File: config.mk
export PLATFORM = sky130hd
export DESIGN_NAME = dram_bank_prep_eval
export DESIGN_NICKNAME = d
export VERILOG_FILES = /design/src/rtl/dram_prep_pkg.sv /design/src/rtl/bank_timing_calc.sv /design/src/rtl/prep_fold_step.sv /design/src/rtl/dram_bank_prep_eval.sv
export SDC_FILE = /design/constraint.sdc
export NUM_CORES = 2
export LEC_CHECK = 0
export ABC_CLOCK_PERIOD_IN_PS = 54500
export BUFFER_PORTS_ARGS = -buffer_cell sky130_fd_sc_hd__buf_2
export CAP_MARGIN = 10
export CORE_MARGIN = 2
export CORE_UTILIZATION = 45
export CTS_CLUSTER_DIAMETER = 30
export DETAILED_ROUTE_END_ITERATION = 7
export GPL_ROUTABILITY_DRIVEN = 0
export GPL_TIMING_DRIVEN = 0
export PLACE_DENSITY = 0.59
export SLEW_MARGIN = 10
export SYNTH_ARGS = -nofsm -noshare
export SYNTH_HDL_FRONTEND = slang
export SYNTH_SLANG_ARGS = --single-unit
File: constraint.sdc
create_clock -name clk -period 54.5 [get_ports clk]
set_clock_uncertainty 0.2 [all_clocks]
set_input_delay 16.35 -clock clk [delete_from_list [all_inputs] [get_ports clk]]
set_output_delay 16.35 -clock clk [all_outputs]
set_load 0.03 [all_outputs]
File: src/rtl/dram_prep_pkg.sv
package dram_prep_pkg;

  // Internal time width: wide enough for any TW <= 32 input plus two additions.
  localparam int unsigned XTW = 34;
  typedef logic [XTW-1:0] xtime_t;

  function automatic xtime_t tmax(input xtime_t a, input xtime_t b);
    return (a > b) ? a : b;
  endfunction

  // Earliest activate: closed bank waits for its own allowance, open bank
  // must first precharge.
  function automatic xtime_t act_time(input logic is_open, input xtime_t act_ok,
                                      input xtime_t pre_ok, input xtime_t now,
                                      input xtime_t trp);
    return is_open ? (tmax(pre_ok, now) + trp) : tmax(act_ok, now);
  endfunction

  function automatic xtime_t col_time(input xtime_t col_ok, input xtime_t act_at,
                                      input xtime_t trcd);
    return tmax(col_ok, act_at + trcd);
  endfunction

  // Latest activate time that keeps the column command on the deadline.
  function automatic xtime_t hidden_limit(input xtime_t deadline, input xtime_t trcd,
                                          input xtime_t now);
    xtime_t d;
    d = (deadline >= trcd) ? (deadline - trcd) : '0;
    return tmax(d, now);
  endfunction

endpackage

File: src/rtl/bank_timing_calc.sv
module bank_timing_calc
  import dram_prep_pkg::*;
#(
  parameter int unsigned TW = 16,
  parameter int unsigned DW = 8
) (
  input  logic          open_i,
  input  logic [TW-1:0] act_ok_i,
  input  logic [TW-1:0] pre_ok_i,
  input  logic [TW-1:0] col_ok_i,
  input  logic [TW-1:0] now_i,
  input  logic [TW-1:0] deadline_i,
  input  logic [DW-1:0] trp_i,
  input  logic [DW-1:0] trcd_i,
  input  xtime_t        hid_lim_i,
  output xtime_t        act_at_o,
  output logic          seam_o,
  output logic          hid_ok_o
);

  xtime_t col_at;

  always_comb begin
    act_at_o = act_time(open_i, xtime_t'(act_ok_i), xtime_t'(pre_ok_i),
                        xtime_t'(now_i), xtime_t'(trp_i));
    col_at   = col_time(xtime_t'(col_ok_i), act_at_o, xtime_t'(trcd_i));
    seam_o   = (col_at <= xtime_t'(deadline_i));
    hid_ok_o = (act_at_o <= hid_lim_i);
  end

endmodule

File: src/rtl/prep_fold_step.sv
module prep_fold_step
  import dram_prep_pkg::*;
#(
  parameter int unsigned NB  = 8,
  parameter int unsigned IDX = 0
) (
  input  logic [NB-1:0] mask_i,
  input  xtime_t        min_i,
  input  logic          found_i,
  input  logic          hid_i,
  input  logic          pend_i,
  input  logic          seam_i,
  input  logic          hid_ok_i,
  input  xtime_t        act_i,
  output logic [NB-1:0] mask_o,
  output xtime_t        min_o,
  output logic          found_o,
  output logic          hid_o,
  output logic          take_o
);

  logic clr;

  always_comb begin
    take_o  = pend_i && (seam_i || (!found_i && (act_i <= min_i)));
    clr     = take_o && !found_i && (seam_i || (act_i < min_i));
    mask_o  = mask_i;
    min_o   = min_i;
    found_o = found_i;
    hid_o   = hid_i;
    if (take_o) begin
      if (clr) mask_o = '0;
      mask_o[IDX] = 1'b1;
      min_o       = act_i;
      found_o     = found_i | seam_i;
      hid_o       = hid_ok_i;
    end
  end

endmodule

File: src/rtl/dram_bank_prep_eval.sv
module dram_bank_prep_eval
  import dram_prep_pkg::*;
#(
  parameter int unsigned NUM_RANKS      = 2,
  parameter int unsigned BANKS_PER_RANK = 4,
  parameter int unsigned TW             = 16,
  parameter int unsigned DW             = 8,
  localparam int unsigned NB            = NUM_RANKS * BANKS_PER_RANK,
  localparam int unsigned TOTW          = NB * TW
) (
  input  logic            clk,
  input  logic            rst_n,
  input  logic            start_i,
  input  logic [NB-1:0]   bank_open_i,
  input  logic [NB-1:0]   bank_pend_i,
  input  logic [TOTW-1:0] act_ok_i,
  input  logic [TOTW-1:0] pre_ok_i,
  input  logic [TOTW-1:0] col_ok_i,
  input  logic [TW-1:0]   now_i,
  input  logic [TW-1:0]   col_deadline_i,
  input  logic [DW-1:0]   t_rp_i,
  input  logic [DW-1:0]   t_rcd_i,
  output logic            done_o,
  output logic [NB-1:0]   mask_o,
  output logic            hidden_o
);

  // ---------------- capture stage ----------------
  logic [NB-1:0]   cap_open_q, cap_pend_q;
  logic [TOTW-1:0] cap_act_q, cap_pre_q, cap_col_q;
  logic [TW-1:0]   cap_now_q, cap_dl_q;
  logic [DW-1:0]   cap_rp_q, cap_rcd_q;
  logic            v1_q;

  always_ff @(posedge clk or negedge rst_n) begin
    if (!rst_n) begin
      cap_open_q <= '0;
      cap_pend_q <= '0;
      cap_act_q  <= '0;
      cap_pre_q  <= '0;
      cap_col_q  <= '0;
      cap_now_q  <= '0;
      cap_dl_q   <= '0;
      cap_rp_q   <= '0;
      cap_rcd_q  <= '0;
      v1_q       <= 1'b0;
    end else begin
      v1_q <= start_i;
      if (start_i) begin
        cap_open_q <= bank_open_i;
        cap_pend_q <= bank_pend_i;
        cap_act_q  <= act_ok_i;
        cap_pre_q  <= pre_ok_i;
        cap_col_q  <= col_ok_i;
        cap_now_q  <= now_i;
        cap_dl_q   <= col_deadline_i;
        cap_rp_q   <= t_rp_i;
        cap_rcd_q  <= t_rcd_i;
      end
    end
  end

  // ---------------- per-bank timing ----------------
  xtime_t        hid_lim;
  xtime_t        bank_act [NB];
  logic [NB-1:0] bank_seam;
  logic [NB-1:0] bank_hid_ok;

  assign hid_lim = hidden_limit(xtime_t'(cap_dl_q), xtime_t'(cap_rcd_q), xtime_t'(cap_now_q));

  // Flat index = rank * BANKS_PER_RANK + bank
  for (genvar r = 0; r < NUM_RANKS; r++) begin : g_rank
    for (genvar b = 0; b < BANKS_PER_RANK; b++) begin : g_bank
      localparam int unsigned IDX = r * BANKS_PER_RANK + b;
      bank_timing_calc #(.TW(TW), .DW(DW)) calc_i (
        .open_i     (cap_open_q[IDX]),
        .act_ok_i   (cap_act_q[IDX*TW +: TW]),
        .pre_ok_i   (cap_pre_q[IDX*TW +: TW]),
        .col_ok_i   (cap_col_q[IDX*TW +: TW]),
        .now_i      (cap_now_q),
        .deadline_i (cap_dl_q),
        .trp_i      (cap_rp_q),
        .trcd_i     (cap_rcd_q),
        .hid_lim_i  (hid_lim),
        .act_at_o   (bank_act[IDX]),
        .seam_o     (bank_seam[IDX]),
        .hid_ok_o   (bank_hid_ok[IDX])
      );
    end
  end

  // ---------------- selection fold, ascending flat index ----------------
  logic [NB-1:0] chain_mask  [NB+1];
  xtime_t        chain_min   [NB+1];
  logic          chain_found [NB+1];
  logic          chain_hid   [NB+1];
  logic [NB-1:0] bank_take;

  assign chain_mask[0]  = '0;
  assign chain_min[0]   = '1;
  assign chain_found[0] = 1'b0;
  assign chain_hid[0]   = 1'b0;

  for (genvar g = 0; g < NB; g++) begin : g_fold
    prep_fold_step #(.NB(NB), .IDX(g)) step_i (
      .mask_i   (chain_mask[g]),
      .min_i    (chain_min[g]),
      .found_i  (chain_found[g]),
      .hid_i    (chain_hid[g]),
      .pend_i   (cap_pend_q[g]),
      .seam_i   (bank_seam[g]),
      .hid_ok_i (bank_hid_ok[g]),
      .act_i    (bank_act[g]),
      .mask_o   (chain_mask[g+1]),
      .min_o    (chain_min[g+1]),
      .found_o  (chain_found[g+1]),
      .hid_o    (chain_hid[g+1]),
      .take_o   (bank_take[g])
    );


    seam_sticky_chk: assert property (@(posedge clk) disable iff (!rst_n)
      chain_found[g] |-> chain_found[g+1]);

    idle_bank_chk: assert property (@(posedge clk) disable iff (!rst_n)
      !cap_pend_q[g] |-> (chain_mask[g+1] == chain_mask[g]));

    seam_taken_chk: assert property (@(posedge clk) disable iff (!rst_n)
      (cap_pend_q[g] && bank_seam[g]) |-> (bank_take[g] && chain_mask[g+1][g]));
  end

  // ---------------- result stage ----------------
  always_ff @(posedge clk or negedge rst_n) begin
    if (!rst_n) begin
      done_o   <= 1'b0;
      mask_o   <= '0;
      hidden_o <= 1'b0;
    end else begin
      done_o <= v1_q;
      if (v1_q) begin
        mask_o   <= chain_mask[NB];
        hidden_o <= chain_hid[NB];
      end
    end
  end


  latency_chk: assert property (@(posedge clk) disable iff (!rst_n)
    start_i |-> ##2 done_o);

  hold_chk: assert property (@(posedge clk) disable iff (!rst_n)
    !done_o |-> ($stable(mask_o) && $stable(hidden_o)));

  pend_only_chk: assert property (@(posedge clk) disable iff (!rst_n)
    done_o |-> ((mask_o & ~cap_pend_q) == '0));

  nonempty_chk: assert property (@(posedge clk) disable iff (!rst_n)
    (done_o && (cap_pend_q != '0)) |-> (mask_o != '0));

  empty_no_hidden_chk: assert property (@(posedge clk) disable iff (!rst_n)
    (done_o && (mask_o == '0)) |-> !hidden_o);

  min_bounded_chk: assert property (@(posedge clk) disable iff (!rst_n)
    (v1_q && !chain_found[NB] && (chain_mask[NB] != '0)) |-> (chain_min[NB] != '1));

endmodule

==> After elaboration in Yosys (flattened, before gate mapping) <==
Index checks and enable logic that the tools add are counted.
{ "op_classes": {"n_addsub": 17, "n_reduce_logical": 51, "bitwise_logic": 6, "muxes": 71, "magnitude_cmp": 57} }
{ "op_table": {"columns": ["op", "count"], "rows": [
  ["two-way mux 34 bit", 25],
  ["adder 34 x 8 -> 34 bit", 16],
  ["less-or-equal comparator 34 bit", 15],
  ["greater-than comparator 16 x 34 -> 1 bit", 8],
  ["less-or-equal comparator 34 x 16 -> 1 bit", 8],
  ["greater-than comparator 16 bit", 16],
  ["two-way mux 16 bit", 16],
  ["< comparator 34 bit", 7],
  ["two-way mux 8 bit", 12],
  ["greater-than comparator 34 x 16 -> 1 bit", 1],
  ["less-or-equal comparator 34 bit (second input constant)", 1],
  ["logical AND 1 bit", 29],
  ["two-way mux 1 bit", 17],
  ["subtractor 16 x 8 -> 17 bit", 1],
  [">= comparator 16 x 8 -> 1 bit", 1],
  ["logical OR 1 bit", 15],
  ["zero test 1 bit", 7],
  ["two-way mux 7 bit", 1],
  ["bitwise OR 1 bit", 6]
]} }
{ "totals": {"output_inout_bits": 10, "register_bits": 459, "inputBits": 451} }

==> Logic depth before layout (Yosys ltp) <==
{ "logic_depth": {"depth_word": 49, "mapped_depth": 150} }

==> Modules after synthesis <==
A second synthesis with hierarchy kept.
{ "hier_totals": {"cells_unflattened": 7094, "hier_area_um2": 63284.4} }
{ "by_module_without_submodules": {"columns": ["mod", "seq_area_each_um2", "area_per_inst_um2", "cells_per_inst", "n_inst"], "rows": [
  ["bank_timing_calc at g_rank[0].g_bank[0].calc_i ...", 0.0, 4096.4, 562, 5],
  ["dram_bank_prep_eval", 11486.0, 18116.1, 1171, 1],
  ["prep_fold_step", 0.0, 1521.5, 174, 8],
  ["bank_timing_calc at g_rank[0].g_bank[3].calc_i ...", 0.0, 4171.5, 579, 2],
  ["bank_timing_calc at g_rank[1].g_bank[3].calc_i", 0.0, 4171.5, 563, 1]
]} }

==> Least setup slack after synthesis <==
Ideal clock, no wire load.
{ "synth_path": {"path_type": "flip-flop to flip-flop", "startpoint": "reg cap_now_q[9]", "endpoint": "reg hidden_o", "slack_ps": 28976, "n_path_buf": 14, "setup_ps": 94, "path_stages_with_launch": 145, "t_arrival_ps": 25230, "required_ps": 54206, "path_cell_list": "dfrtp_1 -> buf_2 -> clkinv_1 -> clkbuf_1 -> ha_1 -> a211oi_1 -> nor3_1 -> a211o_1 -> o31a_1 -> buf_4 -> buf_6 -> buf_4 -> clkbuf_1 -> o21ai_0 -> ha_1 -> inv_1 -> fa_1 -> nand2_1 -> [109 not listed] -> buf_2 -> and2_1 -> a221oi_1 -> ha_1 -> a21o_1 -> a21o_1 -> a211oi_1 -> o21ai_0 -> a221o_1 -> a21o_1 -> a21o_1 -> a21oi_1 -> a21oi_1 -> nor2b_1 -> a32o_1 -> a21oi_1 -> and3_1 -> a211oi_1"} }
{ "synth_between": {"elab_chain_len": 46, "elab_cells_between_ends": 156, "cone_classes": "add/sub (16); order compare (49); mux (55); bitwise (6); reduce/logical (30)"} }
{ "synth_lines": {"columns": ["element", "line", "source"], "rows": [
  ["start: declaration", "dram_bank_prep_eval.sv:31", "logic [TW-1:0] cap_now_q, cap_dl_q;"],
  ["start signal: assignment", "dram_bank_prep_eval.sv:55", "cap_now_q <= now_i;"],
  ["greater-than comparator 16 bit", "dram_prep_pkg.sv:8", "return (a > b) ? a : b;"],
  ["two-way mux 16 bit", "dram_prep_pkg.sv:8", null],
  ["adder 34 x 8 -> 34 bit", "dram_prep_pkg.sv:16", "return is_open ? (tmax(pre_ok, now) + trp) : tmax(act_ok, now);"],
  ["two-way mux 34 bit", "dram_prep_pkg.sv:16", null],
  ["adder 34 x 8 -> 34 bit", "dram_prep_pkg.sv:21", "return tmax(col_ok, act_at + trcd);"],
  ["greater-than comparator 16 x 34 -> 1 bit", "dram_prep_pkg.sv:8", null],
  ["two-way mux 34 bit", "dram_prep_pkg.sv:8", null],
  ["less-or-equal comparator 34 x 16 -> 1 bit", "bank_timing_calc.sv:27", "seam_o = (col_at <= xtime_t'(deadline_i));"],
  ["[30 not listed]", null, null],
  ["logical OR 1 bit", "prep_fold_step.sv:25", "take_o = pend_i && (seam_i || (!found_i && (act_i <= min_i)));"],
  ["logical AND 1 bit", "prep_fold_step.sv:25", null],
  ["two-way mux 34 bit or two-way mux 1 bit (tied branches)", "prep_fold_step.sv:31", "if (take_o) begin"],
  ["less-or-equal comparator 34 bit or zero test 1 bit (tied branches)", "prep_fold_step.sv:25", null],
  ["logical AND 1 bit", "prep_fold_step.sv:25", null],
  ["logical OR 1 bit", "prep_fold_step.sv:25", null],
  ["logical AND 1 bit", "prep_fold_step.sv:25", null],
  ["two-way mux 1 bit (*)", "prep_fold_step.sv:31", null],
  ["end signal: assignment", "dram_bank_prep_eval.sv:142", "hidden_o <= chain_hid[NB];"],
  ["end: declaration", "dram_bank_prep_eval.sv:25", "output logic hidden_o"]
]} }
Every way passes the cells marked *; elsewhere a longest branch is shown, timed or not.
A chain may end at the register's enable or synchronous reset.

==> Final worst setup path <==
{ "layout_path": {"startpoint": "reg cap_now_q[14]", "endpoint": "reg hidden_o"} }
The elaborated chain is that of the path after synthesis.

==> impl_results.md <==
* Tmin final at between 30000 and 40000 ps
* Fill count at roughly 11000
* Share of cells above drive strength 1 at 0.169
* Die Ht at 341 um
* Post-CTS Setup Repair Bufs at 0
* Clk sinks at about 460
* Worst Hold Launch: mask_o[4]$_DFFE_PN0P_
* Asr flop ratio synth at 1.00
* Post-synthesis cell count at 5921
* Pwr/cell area at 47.9 mW/mm^2
* Syn Area/Cell at about 8.6 um^2
* Residual DRC at 1
* Chip Width at roughly 340 um
* CP required at around 55000 ps
* Crit. End Element: register
* Slew Limit Headroom at -0.00182
* Setup TNS at 0 ps
* Synth cell types at between 100 and 150
* Max-cap viol count at 2
* Hold slack at 287 ps
* Root Buffer: clkbuf_16
* Failing checks: design-rule violations, max-capacitance violations, max-slew violations
* Clock Tree Buf Depth at 3
* 1st-pass router iterations at 8
* Placed inst area at 0.0556 mm^2
* Final Hold Vio Count at 0
* R2r setup slk at approximately 22000 ps
* Setup-failing EPs final at 0
* I/O Pins at 461
* Slew @ Worst Pin at approximately 1500 ps
* Dpl cells at between 7000 and 8000
* Vias per cell at 6.19
* First-pass GRT wire length at about 310 mm
* Most used DFF post-synth: dfrtp_1
* CTS tree: built
* Leak pwr at a little under 30 nW
* Rows at about 120
* CTS H-Tree Depth at 3
* Register bit total from synthesis at between 400 and 500
* Final std cells w/o fill at between 8000 and 9000
* Min-Delay Path Class: reg -> reg
* Period utilisation layout at 0.601
* WS Path Type: reg -> reg
* CTS resizes at 0
* Initial Util at 0.454
* Diodes inserted at 0
* Fmax at about 0.031 GHz
* Core Footprint at 0.112 mm^2
* Reg2reg start: cap_now_q[14]$_DFFE_PN0P_
* CP peak stage delay at around 1000 ps
* Hold_buf cts at 0
* Final Util at 0.536
* Sequential element share of the synthesized area at 0.225
* Status: finished, violations left
* CP arrival at about 33000 ps
* Final instance area at between 0.06 and 0.07 mm^2
* Routed wire per std cell at about 27 um
* I/O Buffers at 460
* Placement Setup Slack at between 20000 and 25000 ps
* CTS Buf Count at between 100 and 150
* Syn. warnings at 0
* Crit path max fanout at 23
* Vias in the first global route at ~48000
* Total grt overflow at 0
* Worst skew pair latency at around 760 ps
* Post-synth EDFFs at 0
* Initial antenna violation count at 2
* Count of pins over their slew limit at 1
* Startpoint types: register
* Syn nets at roughly 7300
* Mapped Area at 0.0510 mm^2
* Total power at around 2.9 mW
* RSZ-0062 raised after global routing: no
* Crit. Startpoint: cap_now_q[14]$_DFFE_PN0P_
* Area delta synth->final at 18.1%
* Routed WL at about 220 mm
* Max IR drop VDD at slightly above 0.03 mV
* Largest net degree at the start of global routing at about 110
* Nets at 7904
* Vias post-DR at approximately 50000
* HPWL Detailed at ~170 mm
* DR iter-0 viols at 5455
* Critical path's most frequent cell: o21a_1
* Post-route setup slack at about 22000 ps
* Slowest cell on the critical path: clkinv_2
* GRT Total Usage at 0.361
* Clock slew at reported path FFs at around 50 ps
* Die area at 0.116 mm^2
* Final antenna-violating net count at 0
-- sequential cells by signal, indices dropped and copies added (netlist names), 16 cells and up --
register,cells
cap_act_q,128
cap_dl_q,16
cap_now_q,16
cap_pre_q,128
cap_col_q,128
-- path summary, 6_finish.rpt --
kind,to,cells past startpoint
max in group asynchronous,cap_pend_q[5]$_DFFE_PN0P_,3
min in group asynchronous,cap_pre_q[27]$_DFFE_PN0P_,1
min,mask_o[4]$_DFFE_PN0P_,1
max reg2reg,hidden_o$_DFFE_PN0P_,144
min reg2reg,mask_o[4]$_DFFE_PN0P_,1
max,hidden_o$_DFFE_PN0P_,144
-- layout make-up --
cell class | instances | area, um^2 | share of cell area
Buffer | 216 | 892 | 0.0148
Clock buffer | 140 | 3180 | 0.0527
Clock inverter | 87 | 1450 | 0.0240
Inverter | 393 | 1480 | 0.0245
Multi-Input combinational cell | 4853 | 37200 | 0.617
Sequential cell | 459 | 11500 | 0.191
Tap cell | 1500 | 1880 | 0.0311
Timing Repair Buffer | 481 | 2710 | 0.0449
-- layout by cell type, fill, tap and decap left out, types with 19 or more instances in the layout --
cell type / instances
nand4_1: 175
ha_1: 912
a21o_1: 227
o21a_1: 95
inv_1: 384
nand2_1: 521
nor2b_1: 92
dfrtp_1: 458
and4_1: 23
mux2_2: 303
and3_1: 45
o21bai_1: 24
nand3_1: 109
buf_2: 483
a211o_1: 19
xnor2_1: 153
clkbuf_1: 170
nor3_1: 57
and2_1: 29
o21ai_0: 500
xor2_1: 59
bufinv_16: 29
a31oi_1: 22
a211oi_1: 64
a21oi_1: 417
o211ai_1: 68
nand2b_1: 47
clkbuf_16: 120
nor4_1: 25
mux2i_1: 208
o21ai_1: 27
nor2_1: 309
-- synth_stat cells (all sizes together) (47+ instances only) --
| cell type | instances | area [um^2] |
|---|---|---|
| ha | 912 | 11400 |
| o21ai | 528 | 2650 |
| nand2 | 521 | 1960 |
| dfrtp | 459 | 11500 |
| a21oi | 421 | 2120 |
| inv | 387 | 1450 |
| nor2 | 310 | 1170 |
| mux2 | 305 | 3440 |
| a21o | 227 | 1700 |
| mux2i | 210 | 2100 |
| clkbuf | 175 | 657 |
| nand4 | 175 | 1090 |
| xnor2 | 153 | 1340 |
| nand3 | 109 | 546 |
| o21a | 95 | 713 |
| nor2b | 92 | 576 |
| o211ai | 70 | 536 |
| a211oi | 68 | 531 |
| nor3 | 60 | 310 |
| xor2 | 59 | 517 |
| nand2b | 47 | 294 |
-- worst max-delay path: cells and delay by family, from the launching register on --
family	cells	cell delay [ps]
buffers and inverters	16	5400
XOR/XNOR	2	380
AND/OR/NAND/NOR	31	5290
AO/OA/AOI/OAI	81	16100
adder cells (fa/ha/maj)	12	4080
flip-flops	1	310
multiplexers	2	740
-- power breakdown --
part	leakage, nW	switching (mW)	internal [mW]
clock network	2.19	0.251	0.557
logic	21.4	0.998	0.645
registers	5.46	0.0590	0.376
-- metal layers --
layer | part of all wire | global-route usage
met1 | 0.43 | 0.498
met2 | 0.41 | 0.527
met3 | 0.11 | 0.0980
met4 | 0.051 | 0.158
met5 | 0.000088 | 0
-- kinds of logic after synthesis --
| logic type | Yosys count | share of synthesized area |
|---|---|---|
| and+or+nand+nor | 1508 | 0.143 |
| AOI/OAI and AO/OA | 1688 | 0.210 |
| buffers and inverters | 609 | 0.0460 |
| xor gates and xnor gates | 212 | 0.0364 |
| DFF | 459 | 0.225 |
| muxes | 516 | 0.109 |
| adders and majority gates | 929 | 0.230 |
(Power assumes the default switching activity.)
